[config.mk]
export PLATFORM = sky130hd
export DESIGN_NAME = ets_event_stamper
export DESIGN_NICKNAME = d
export VERILOG_FILES = /design/src/rtl/ets_pkg.sv /design/src/rtl/ets_sync_edge.sv /design/src/rtl/ets_stamp_fifo.sv /design/src/rtl/ets_event_stamper.sv
export SDC_FILE = /design/constraint.sdc
export NUM_CORES = 1
export LEC_CHECK = 0
export CORE_AREA = 4 4 314 316
export DETAILED_ROUTE_END_ITERATION = 8
export DIE_AREA = 0 0 318 320
export DONT_BUFFER_PORTS = 1
export PLACE_DENSITY = 0.41
export SLEW_MARGIN = 20
export SYNTH_ARGS = -nofsm -noshare
export SYNTH_HDL_FRONTEND = slang
export SYNTH_HIERARCHICAL = 1
export SYNTH_SLANG_ARGS = --single-unit
[constraint.sdc]
create_clock -name clk -period 21.4 [get_ports clk]
set_input_delay 1.07 -clock clk [delete_from_list [all_inputs] [get_ports clk]]
set_output_delay 1.07 -clock clk [all_outputs]
set_load 0.03 [all_outputs]
[src/rtl/ets_pkg.sv]
package ets_pkg;
    parameter int SEC_W = 48;
    parameter int NS_W  = 30;
    localparam logic [NS_W:0] NS_PER_SEC = (NS_W+1)'(1000000000);

    typedef enum logic [1:0] {
        EDGE_NONE = 2'b00,
        EDGE_RISE = 2'b01,
        EDGE_FALL = 2'b10,
        EDGE_BOTH = 2'b11
    } edge_sel_e;

    typedef struct packed {
        logic [SEC_W-1:0] sec;
        logic [NS_W-1:0]  ns;
        logic             rising;
    } stamp_t;

    // Subtract a latency in ns from a time value, borrowing a second if needed.
    function automatic stamp_t comp_latency(input logic [SEC_W-1:0] sec,
                                            input logic [NS_W-1:0] ns,
                                            input logic [NS_W-1:0] lat,
                                            input logic rising);
        stamp_t r;
        logic [NS_W:0] wide;
        r.rising = rising;
        if (ns >= lat) begin
            r.sec = sec;
            r.ns  = ns - lat;
        end else begin
            r.sec = sec - 1'b1;
            wide  = {1'b0, ns} + NS_PER_SEC - {1'b0, lat};
            r.ns  = wide[NS_W-1:0];
        end
        return r;
    endfunction
endpackage

[src/rtl/ets_sync_edge.sv]
module ets_sync_edge (
    input  logic clk,
    input  logic rst,
    input  logic async_in,
    output logic rise,
    output logic fall
);
    logic meta_q, sync_q, prev_q;

    always_ff @(posedge clk) begin
        if (rst) begin
            meta_q <= 1'b0;
            sync_q <= 1'b0;
            prev_q <= 1'b0;
        end else begin
            meta_q <= async_in;
            sync_q <= meta_q;
            prev_q <= sync_q;
        end
    end

    assign rise = sync_q & ~prev_q;
    assign fall = ~sync_q & prev_q;

    // a detected transition has one direction only
    p_one_dir_r2: assert property (@(posedge clk) disable iff (rst) $onehot0({rise, fall}));
    // a rise appears two cycles after the input was sampled high
    p_rise_delay_r4: assert property (@(posedge clk) disable iff (rst)
        rise |-> $past(meta_q));
endmodule

[src/rtl/ets_stamp_fifo.sv]
module ets_stamp_fifo
    import ets_pkg::*;
#(
    parameter int DEPTH = 8,
    localparam int PW = (DEPTH > 1) ? $clog2(DEPTH) : 1,
    localparam int CW = $clog2(DEPTH + 1)
) (
    input  logic          clk,
    input  logic          rst,
    input  logic          push,
    input  stamp_t        push_data,
    input  logic          pop,
    input  logic          flush,
    input  logic          ovf_clr,
    output stamp_t        head,
    output logic          empty,
    output logic [CW-1:0] count,
    output logic          ovf
);
    stamp_t        mem [DEPTH];
    logic [PW-1:0] wr_ptr, rd_ptr;
    logic          full, do_push, do_pop;

    assign full    = (count == CW'(DEPTH));
    assign empty   = (count == '0);
    assign do_push = push & ~full & ~flush;
    assign do_pop  = pop & ~empty & ~flush;

    always_ff @(posedge clk) begin
        if (rst || flush) begin
            wr_ptr <= '0;
            rd_ptr <= '0;
            count  <= '0;
        end else begin
            if (do_push) begin
                wr_ptr <= (wr_ptr == PW'(DEPTH-1)) ? '0 : wr_ptr + 1'b1;
            end
            if (do_pop) begin
                rd_ptr <= (rd_ptr == PW'(DEPTH-1)) ? '0 : rd_ptr + 1'b1;
            end
            count <= count + CW'(do_push) - CW'(do_pop);
        end
    end

    always_ff @(posedge clk) begin
        if (do_push) mem[wr_ptr] <= push_data;
    end

    always_ff @(posedge clk) begin
        if (rst)                   ovf <= 1'b0;
        else if (push && full)     ovf <= 1'b1;
        else if (ovf_clr)          ovf <= 1'b0;
    end

    assign head = mem[rd_ptr];

    // the level never passes the depth
    p_level_bound_r6: assert property (@(posedge clk) disable iff (rst) count <= CW'(DEPTH));
    // an event into a full queue raises the flag
    p_no_overflow_r7: assert property (@(posedge clk) disable iff (rst)
        (push && full && !flush) |=> ovf);
    // flag is sticky without a clear
    p_ovf_sticky_r7: assert property (@(posedge clk) disable iff (rst)
        (ovf && !ovf_clr) |=> ovf);
    // flush empties the queue
    p_flush_empty_r9: assert property (@(posedge clk) disable iff (rst) flush |=> empty);
    // pop on an empty queue leaves it empty
    p_pop_empty_r10: assert property (@(posedge clk) disable iff (rst)
        (empty && !push) |=> empty);
endmodule

[src/rtl/ets_event_stamper.sv]
module ets_event_stamper
    import ets_pkg::*;
#(
    parameter int DEPTH = 8,
    parameter int LAT_W = 16,
    localparam int CW = $clog2(DEPTH + 1)
) (
    input  logic             clk,
    input  logic             rst,
    input  logic             evt_in,
    input  logic [SEC_W-1:0] tod_sec,
    input  logic [NS_W-1:0]  tod_ns,
    input  logic             cfg_enable,
    input  logic [1:0]       cfg_edge_sel,
    input  logic [LAT_W-1:0] cfg_lat_ns,
    input  logic             ctl_flush,
    input  logic             ctl_ovf_clr,
    input  logic             rd_pop,
    output logic             rd_valid,
    output logic [SEC_W-1:0] rd_sec,
    output logic [NS_W-1:0]  rd_ns,
    output logic             rd_rising,
    output logic [CW-1:0]    rd_level,
    output logic             ovf_flag
);
    logic      rise, fall, qualify, fifo_empty;
    edge_sel_e sel;
    stamp_t    new_stamp, head;

    ets_sync_edge u_sync (
        .clk      (clk),
        .rst      (rst),
        .async_in (evt_in),
        .rise     (rise),
        .fall     (fall)
    );

    assign sel = edge_sel_e'(cfg_edge_sel);

    always_comb begin
        unique case (sel)
            EDGE_RISE: qualify = rise;
            EDGE_FALL: qualify = fall;
            EDGE_BOTH: qualify = rise | fall;
            default:   qualify = 1'b0;
        endcase
        qualify = qualify & cfg_enable;
    end

    assign new_stamp = comp_latency(tod_sec, tod_ns, NS_W'(cfg_lat_ns), rise);

    ets_stamp_fifo #(.DEPTH(DEPTH)) u_fifo (
        .clk       (clk),
        .rst       (rst),
        .push      (qualify),
        .push_data (new_stamp),
        .pop       (rd_pop),
        .flush     (ctl_flush),
        .ovf_clr   (ctl_ovf_clr),
        .head      (head),
        .empty     (fifo_empty),
        .count     (rd_level),
        .ovf       (ovf_flag)
    );

    assign rd_valid  = ~fifo_empty;
    assign rd_sec    = head.sec;
    assign rd_ns     = head.ns;
    assign rd_rising = head.rising;

    // disabled block stores nothing
    p_disabled_r8: assert property (@(posedge clk) disable iff (rst)
        !cfg_enable |=> rd_level <= $past(rd_level));
    // stored nanoseconds stay in range
    p_ns_range_r5: assert property (@(posedge clk) disable iff (rst)
        rd_valid |-> ({1'b0, rd_ns} < NS_PER_SEC));
endmodule

==> results of run 1 <==
area by class of cell:
class                           count  area, um2  share of cell area
Timing Repair Buffer               25        188             0.00581
Tap cell                         1276       1600              0.0494
Sequential cell                   649      19300               0.598
Inverter                           75        282             0.00871
Clock buffer                       89       1950              0.0604
Multi-Input combinational cell    779       8580               0.265
Clock inverter                     45        390              0.0121
flip-flops by register name (all words and copies together) (netlist names), named ones only:
name and cells:
u_sync/meta_q 1, u_fifo/count 4, u_fifo/rd_ptr 3, u_sync/prev_q 1
u_sync/sync_q 1, u_fifo/ovf 1, u_fifo/wr_ptr 3, u_fifo/mem 632
power groups by stage:
| stage | registers, mW | logic [mW] | clock network [mW] |
|---|---|---|---|
| after detailed placement | 1.44 | 0.128 | 0 |
| after floorplan | 1.44 | 0.0903 | 0 |
| after global routing | 1.41 | 0.142 | 1.32 |
| after CTS | 1.41 | 0.129 | 1.26 |
| after global placement | 1.44 | 0.127 | 0 |
| final | 1.41 | 0.126 | 1.21 |
logic make-up after synthesis:
kind of cell	Yosys count	synth area share
AOI/OAI and AO/OA	105	0.0241
xor gates and xnor gates	92	0.0283
adders and majority gates	78	0.0376
buffers and inverters	134	0.0222
DFF	649	0.679
muxes	248	0.160
and+or+nand+nor	256	0.0490
worst max-delay path by stage:
stage	to	cells past startpoint
final	rd_ns[5]	4
after global routing	rd_sec[5]	4
after CTS	rd_ns[19]	4
after detailed placement	u_fifo/mem[4][55]	13
after global placement	u_fifo/mem[2][55]	11
after floorplan	u_fifo/mem[0][0]	4
per-stage QoR:
stage                     hold WS [ns]  std cells  total power [mW]  area (um2)  worst slack, ns
after floorplan                  0.414       1562              1.53       28500            10.98
after global placement           0.434       2804              1.56       30000            16.51
after detailed placement         0.449       2804              1.57       30000            16.47
after CTS                        0.464       2938              2.80       32300            16.63
after global routing             0.478       2938              2.87       32300            16.61
final                            0.459       2938              2.75       32300            16.85
cell usage in the layout (no fill, tap or decap), types with 9 or more instances in the layout:
cell	n
edfxtp_1	632
mux4_2	158
mux2_2	80
clkbuf_16	76
inv_1	75
ha_1	64
nand2_1	58
nor2_1	52
xnor2_1	47
xor2_1	45
a21oi_1	25
buf_4	25
nor3_1	22
o21ai_0	22
clkinv_1	18
nand3_1	17
dfxtp_1	14
nor2b_1	13
fa_1	13
clkbuf_1	13
or3_1	10
mux2i_1	10
clkinv_2	10
a31oi_1	9
nand2b_1	9
routing by layer:
metal | track usage | routed length [um] | up-vias
li1 | - | - | 6281
met1 | 0.174 | 29900 | 7425
met2 | 0.244 | 36300 | 257
met3 | 0.0408 | 4310 | 89
met4 | 0.0304 | 1130 | 0
met5 | 0 | 0 | -
==> reports/metrics.csv, run 1 <==
stage;metric;value;unit
sta;Final setup viols;0;
worst_setup_path;r2r worst-path depth;7;
sta;final hold viol count;0;
power_and_ir_drop;Comb power frac;0.046;
route;wire per inst;24.4;um
sta;Slew HR;0.303;
worst_setup_path;WP buf/inv;2;
power_and_ir_drop;PwrDens;85.1;mW/mm2
clocking;number of H-tree levels;3;
finish;FILL cells;9078;
min_path;HP Class;flip-flop to flip-flop;
sta;worst slew pin tran;1.05;ns
logic_synthesis;asr flop ratio synth;0;
power_and_ir_drop;switching fraction of total power;0.213;
clocking;Post-CTS Hold Buffers;0;
sta;RSZ-0062 raised after global routing;no;
worst_setup_path;arrival time at the worst endpoint;3.48;ns
sta;final setup skew;0.0203;ns
clocking;Clock transition at path regs;0.05;ns
clocking;CTS Root Cell;clkbuf_16;
global_routing;first-pass GRT wire length;106;mm
worst_setup_path;Worst setup EP type;output port;
min_path;Hold Path End;u_sync/sync_q;
global_routing;GRT overflow;0;
clocking;PostCTS Resize Cnt;0;
route;drt pass-1 iters;4;
run;max_cap viols;0;
worst_setup_path;Critical Path RT;20.33;ns
clocking;CTS Sinks;649;
power_and_ir_drop;Int Pwr;2.16;mW
route;number of remaining DRC errors;0;
global_routing;vias in the first global route;15300;
logic_synthesis;Synth Cell Area;0.0285;mm2
route;vias per inst;4.78;
worst_setup_path;CP max FO;49;
placed_design;GP Congestion;0.757;
finish;ratio of cells with drive above 1 in the final layout;0.242;
finish;n_diodes;0;
status;status;finished clean;
power_and_ir_drop;Clock power frac;0.441;
clocking;CTS tree;built;
worst_setup_path;critical path startpoint category;flip-flop;
logic_synthesis;Seq/Total Area, Yosys;0.679;
floorplanning;starting density of the core;0.297;
finish;Area Growth Syn to Fin;13.5;%
global_routing;GRT Total Usage;0.140;
sta;final slew viol count;0;
logic_synthesis;most common cell in the netlist;edfxtp_1;
floorplanning;Die ar.;0.102;mm2
clocking;CTS Buffer Depth;3;
logic_synthesis;cells after synthesis;1562;
logic_synthesis;post-synthesis register bit count;649;
floorplanning;Rows;114;
worst_setup_path;delay of the slowest critical-path stage;0.73;ns
route;vias;14100;
sta;Max Fclk;220;MHz
logic_synthesis;Synth area leader;edfxtp_1;
min_path;Hold Path Cell Cnt;1;
worst_setup_path;FF-to-FF Start;u_sync/sync_q;
worst_setup_path;CP max stage cell;buf_4;
floorplanning;Die Width;318;um
clocking;Worst-Skew Late Latency;0.61;ns
worst_setup_path;crit-path cells;buf_4 > buf_4 > mux4_2 > mux2_2;
finish;final core utilization;0.337;
logic_synthesis;synth top area cells;edfxtp_1 (67%), mux4_2 (12%), mux2_2 (3.2%), ha_1 (2.8%), xnor2_1 (1.4%);
min_path;min-delay src;u_sync/meta_q;
floorplanning;area of the core;0.0960;mm2
global_routing;largest net degree at the start of global routing;51;
placed_design;dpl hpwl;43.8;mm
worst_setup_path;Critical R2R Capture;u_fifo/mem[6][34];
logic_synthesis;syn nets;1742;
worst_setup_path;top cell family by delay on the critical path;buffers and inverters;
power_and_ir_drop;Pleak;10.1;nW
placed_design;port buffer count;0;
sta;fin crit share;0.212;
power_and_ir_drop;Reg power frac;0.513;
power_and_ir_drop;Max VDD drop;0.0000498;V
route;initial DRC count;740;
logic_synthesis;Yosys top cell area share;0.667;
logic_synthesis;Synth Warn #;6;
clocking;buffers inserted by post-CTS timing repair;0;
power_and_ir_drop;Switching Power;0.585;mW
route;Routed Antenna Nets;0;
logic_synthesis;Synth top cells by count;edfxtp_1 (632), mux4_2 (158), mux2_2 (80);
sta;setup TNS;0;ns
logic_synthesis;Avg Cell Area, Syn;18.2;um2
sta;fin crit period;4.55;ns
worst_setup_path;R2R Setup Slk;17.11;ns
global_routing;initial antenna violation count;0;
floorplanning;die height;320;um
logic_synthesis;Top FF cell, synth;edfxtp_1;
logic_synthesis;Synth cell types;69;
finish;Final nets;1784;
logic_synthesis;EDFF count, synth;632;
clocking;cts bufs inserted;74;
worst_setup_path;Setup Crit Path Kind;flip-flop to output port;
route;WL final;71.6;mm
floorplanning;boundary pin count;188;
worst_setup_path;crit-path most repeated cell;buf_4;
(Power assumes the default switching activity.)
==> run 2, diff against run 1 <==
PLACE_DENSITY = 0.43   (was 0.41)
clock period = 4.1 ns   (was 21.4 ns; I/O delays follow)
==> run 2 against run 1 <==
  * Total power rose to 5.1 times the previous value
  * First-iteration DRC count up 8.9%
  * Sequential power rose to 5.2 times the previous value
  * Sequential cell count unchanged
==> reports/metrics.csv, run 2 (same netlist as run 1, synthesis figures left out) <==
stage;metric;value;unit
status;status;finished clean;
min_path;HP Class;primary input to flip-flop;
sta;Max Fclk;262;MHz
finish;n_diodes;0;
route;vias per inst;4.83;
clocking;CTS Buffer Depth;3;
placed_design;worst slack, placed;0.0127;ns
worst_setup_path;Setup Crit Path Kind;primary input to flip-flop;
global_routing;initial antenna violation count;0;
worst_setup_path;arrival time at the worst endpoint;4.27;ns
global_routing;GRT overflow;0;
route;vias;14500;
sta;worst slew pin tran;0.975;ns
sta;fin crit share;0.931;
route;wire per inst;24.1;um
floorplanning;Rows;114;
floorplanning;Die Width;318;um
finish;most frequent cells in the layout;edfxtp_1 (632), mux4_2 (158), mux2_2 (80);
global_routing;GRT Total Usage;0.142;
sta;Slew HR;0.343;
worst_setup_path;R2R Setup Slk;0.81;ns
clocking;CTS Root Cell;clkbuf_16;
sta;Final setup viols;0;
route;Routed Antenna Nets;0;
global_routing;M2 GR Usage;0.255;
clocking;CTS Sinks;649;
finish;Largest Register;u_fifo/mem;
floorplanning;starting density of the core;0.297;
floorplanning;boundary pin count;188;
clocking;CTS tree;built;
clocking;buffers inserted by post-CTS timing repair;0;
route;initial DRC count;806;
sta;fin crit period;3.82;ns
placed_design;dpl hpwl;41.5;mm
route;number of remaining DRC errors;0;
global_routing;vias in the first global route;15800;
clocking;cts bufs inserted;72;
floorplanning;Die ar.;0.102;mm2
finish;biggest regs;u_fifo/mem (632), u_fifo/count (4);
global_routing;largest net degree at the start of global routing;80;
global_routing;busiest metal layer after global routing;met2;
global_routing;first-pass GRT wire length;108;mm
worst_setup_path;r2r worst-path depth;12;
route;WL final;72.5;mm
finish;most common cell after layout, fill and taps aside;edfxtp_1;
clocking;Clock transition at path regs;0.06;ns
finish;Final Cell Area;0.0332;mm2
worst_setup_path;Critical Path RT;4.56;ns
clocking;number of H-tree levels;3;
sta;RSZ-0062 raised after global routing;no;
power_and_ir_drop;PwrDens;423;mW/mm2
finish;ratio of cells with drive above 1 in the final layout;0.238;
global_routing;met3 Track Usage GR;0.0296;
clocking;Worst-Skew Late Latency;0.60;ns
finish;Area Growth Syn to Fin;16.5;%
floorplanning;die height;320;um
sta;final slew viol count;0;
placed_design;GP Congestion;0.774;
power_and_ir_drop;Pleak;10.5;nW
placed_design;placed cell area;0.0304;mm2
finish;Final nets;1864;
worst_setup_path;critical path startpoint category;primary input;
route;drt pass-1 iters;5;
sta;Setup WS post-layout;0.283;ns
sta;final setup skew;0.0152;ns
finish;final core utilization;0.345;
power_and_ir_drop;Max VDD drop;0.000255;V
sta;Min Hold Slack;0.0298;ns
floorplanning;area of the core;0.0960;mm2
finish;max reg flops;632;
placed_design;port buffer count;0;
run;max_cap viols;0;
sta;final hold viol count;0;
worst_setup_path;Worst setup EP type;flip-flop;
sta;setup TNS;0;ns
min_path;Hold Path Cell Cnt;2;
worst_setup_path;CP max FO;11;
global_routing;met1 GRT Util;0.174;
-- run 2: cell types whose count changed in the layout (fill, tap and decap cells not counted), moves of 3 or more --
cell	change
dlygate4sd3_1	+64
bufinv_16	-4
buf_12	+16
clkbuf_1	+6
nor4_2	-3
nor4_4	+3
clkinv_1	-6
-- run 2: layout make-up --
class	instances	area, um2
Clock buffer	95	1970
Fill cell	9094	62800
Inverter	75	282
Clock inverter	28	173
Sequential cell	649	19300
Tap cell	1276	1600
Multi-Input combinational cell	779	8640
Timing Repair Buffer	107	1160
-- run 2: critical path, cell delays in order --
cell	delay [ns]
inv_1	0.06
ha_1	0.41
nand4_1	0.21
nor4_1	0.65
buf_4	0.22
a21oi_1	0.10
and2_1	0.19
and3_4	0.26
nand4_1	0.28
nor3_1	0.08
dlygate4sd3_1	0.57
xor2_1	0.37
dlygate4sd3_1	0.63
-- run 2: repair_timing --
| action | 4_1_cts | 5_1_grt |
|---|---|---|
| endpoints found under the hold margin | 423 | 0 |
| gates resized for setup | 0 | 1 |
| setup endpoints to repair | 0 | 2 |
| hold buffers | 64 | 0 |
-- run 2: where the power goes --
group / total, mW / internal [mW] / switching (mW)
combinational: 0.759 / 0.281 / 0.478
sequential: 7.36 / 7.36 / 0.00504
clock: 5.91 / 3.43 / 2.47
-- run 2: per-layer routing --
layer,share of wire,vias up
met3,0.045,76
li1,-,6452
met5,0,-
met1,0.42,7730
met2,0.52,269
met4,0.017,0
-- run 2: path summary, 6_finish.rpt --
| path | start | to |
|---|---|---|
| worst max-delay path | cfg_lat_ns[3] | u_fifo/mem[5][53] |
| worst min-delay path | tod_ns[18] | u_fifo/mem[7][19] |
| worst max register to register | u_fifo/count[3] | u_fifo/count[2] |
| worst min register to register | u_sync/meta_q | u_sync/sync_q |
-- run 2: metrics by stage --
step | total power [mW] | instances
4_1_cts | 14.3 | 3009
6_report | 14.0 | 3009
3_5_place_dp | 8.20 | 2822
5_1_grt | 14.6 | 3009
3_3_place_gp | 8.19 | 2822
2_1_floorplan | 7.97 | 1562
==> run 3, diff against run 2 <==
CORE_AREA = 2 2 250 252   (was 4 4 314 316)
DIE_AREA = 0 0 252 254   (was 0 0 318 320)
PLACE_DENSITY = 0.62   (was 0.43)
TNS_END_PERCENT = 1   (was unset)
==> run 3 against run 2 <==
  * Design area is 2.7% lower
  * Die area shrank 37%
  * First-iteration DRC count rose by 12%
  * Clock power decreased by 8.0%
==> reports/metrics.csv, run 3 (same netlist as run 1, synthesis figures left out) <==
stage;metric;value;unit
status;status;finished clean;
finish;Area Growth Syn to Fin;13.3;%
worst_setup_path;critical path startpoint category;flip-flop;
route;Routed Antenna Nets;0;
finish;Final Cell Area;0.0323;mm2
sta;final hold viol count;0;
worst_setup_path;delay of the slowest critical-path stage;0.57;ns
sta;Min Hold Slack;0.0448;ns
route;vias;14200;
worst_setup_path;CP max FO;8;
min_path;HP Class;primary input to flip-flop;
sta;worst slew pin tran;0.947;ns
route;WL final;61.1;mm
sta;fin crit share;0.811;
finish;FILL cells;4857;
worst_setup_path;arrival time at the worst endpoint;3.88;ns
clocking;Worst-Skew Late Latency;0.63;ns
sta;Slew HR;0.362;
finish;Largest Register;u_fifo/mem;
global_routing;first-pass GRT wire length;93.1;mm
placed_design;dpl hpwl;35.6;mm
worst_setup_path;Setup Crit Path Kind;flip-flop to flip-flop;
floorplanning;Die Width;252;um
clocking;Clock transition at path regs;0.06;ns
finish;Final nets;1858;
floorplanning;boundary pin count;188;
placed_design;placed cell area;0.0297;mm2
route;number of remaining DRC errors;0;
route;initial DRC count;899;
sta;Max Fclk;301;MHz
finish;biggest regs;u_fifo/mem (632), u_fifo/count (4);
power_and_ir_drop;Max VDD drop;0.000368;V
worst_setup_path;R2R Setup Slk;0.77;ns
worst_setup_path;Worst setup EP type;flip-flop;
worst_setup_path;Critical Path RT;4.65;ns
sta;final slew viol count;0;
clocking;CTS Root Cell;clkbuf_16;
worst_setup_path;crit-path cells;ha_1 > or3b_1 > nand2_4 > or2_2 > ha_1 > inv_1 > ha_1 > inv_1 > fa_1 > xor2_1 > nor3_1 > dlygate4sd3_1;
finish;most common cell after layout, fill and taps aside;edfxtp_1;
global_routing;initial antenna violation count;0;
finish;max reg flops;632;
power_and_ir_drop;Pleak;10.4;nW
clocking;CTS tree;built;
route;vias per inst;5.65;
route;wire per inst;24.3;um
worst_setup_path;CP max stage cell;dlygate4sd3_1;
clocking;CTS Sinks;649;
finish;most frequent cells in the layout;edfxtp_1 (632), mux4_2 (158), mux2_2 (80);
clocking;cts bufs inserted;61;
sta;final setup skew;0.0204;ns
power_and_ir_drop;PwrDens;420;mW/mm2
clocking;CTS Buffer Depth;3;
floorplanning;Rows;91;
sta;RSZ-0062 raised after global routing;no;
min_path;Hold Path Cell Cnt;2;
floorplanning;starting density of the core;0.465;
global_routing;largest net degree at the start of global routing;80;
worst_setup_path;crit-path most repeated cell;ha_1;
floorplanning;Die ar.;0.0640;mm2
finish;n_diodes;0;
sta;Final setup viols;0;
global_routing;vias in the first global route;15100;
global_routing;GRT overflow;0;
route;drt pass-1 iters;5;
power_and_ir_drop;total power;13.5;mW
global_routing;GRT Total Usage;0.195;
worst_setup_path;r2r worst-path depth;12;
clocking;number of H-tree levels;2;
sta;setup TNS;0;ns
floorplanning;die height;254;um
floorplanning;area of the core;0.0613;mm2
placed_design;GP Congestion;0.896;
placed_design;port buffer count;0;
finish;ratio of cells with drive above 1 in the final layout;0.232;
run;max_cap viols;0;
sta;fin crit period;3.33;ns
run 3: cell types whose count changed in the layout (fill, tap and decap cells not counted), sizes merged:
cell | previous run | this run
clkinvlp | 3 | 1
bufinv | 1 | 6
clkbuf | 95 | 75
dlygate4sd3 | 64 | 67
buf | 43 | 45
clkinv | 23 | 30
run 3: final cells by class:
class                      count  area, um2  area share
clock buffer                  75       1580      0.0490
timing repair buffer         112       1100      0.0340
sequential                   649      19300       0.599
clock inverter                38        345      0.0107
tap                          790        988      0.0306
inverter                      75        282     0.00873
multi-input combinational    779       8630       0.268
run 3: repair_timing:
item                      in CTS  in global routing
hold endpoints to repair     422                  0
resized for setup              0                  0
setup buffers                  0                  0
hold buffers                  67                  0
run 3: stage by stage:
stage	utilization	worst slack, ns	std cells
5_1_grt	0.527	0.511	2518
4_1_cts	0.527	0.784	2518
2_1_floorplan	-	-0.841	1562
3_5_place_dp	0.484	0.241	2338
6_report	0.527	0.774	2518
3_3_place_gp	0.484	0.536	2338
run 3: where the power goes:
| group | internal [mW] | switching [mW] |
|---|---|---|
| clock network | 3.10 | 2.34 |
| logic | 0.285 | 0.455 |
| registers | 7.35 | 0.00408 |
| total | 10.7 | 2.80 |
run 3: per-layer routing:
metal | track usage | share of wire | vias to the layer above
met2 | 0.343 | 0.52 | 300
met1 | 0.249 | 0.41 | 7435
li1 | - | - | 6423
met3 | 0.0377 | 0.052 | 72
met5 | 0 | 0 | -
met4 | 0.0480 | 0.019 | 0
run 3: path summary, 6_finish.rpt:
kind | from | end
max reg2reg | u_fifo/count[3] | u_fifo/count[2]
min | ctl_flush | u_fifo/mem[0][1]
min reg2reg | u_sync/meta_q | u_sync/sync_q
max | u_fifo/count[3] | u_fifo/count[2]
run 3: critical path, delay by kind of cell, from the launching register on:
family	cells	cell delay [ns]
fa+ha+maj	4	0.97
flops	1	0.54
buf+inv	3	0.68
simple gates	4	0.93
xor+xnor	1	0.15
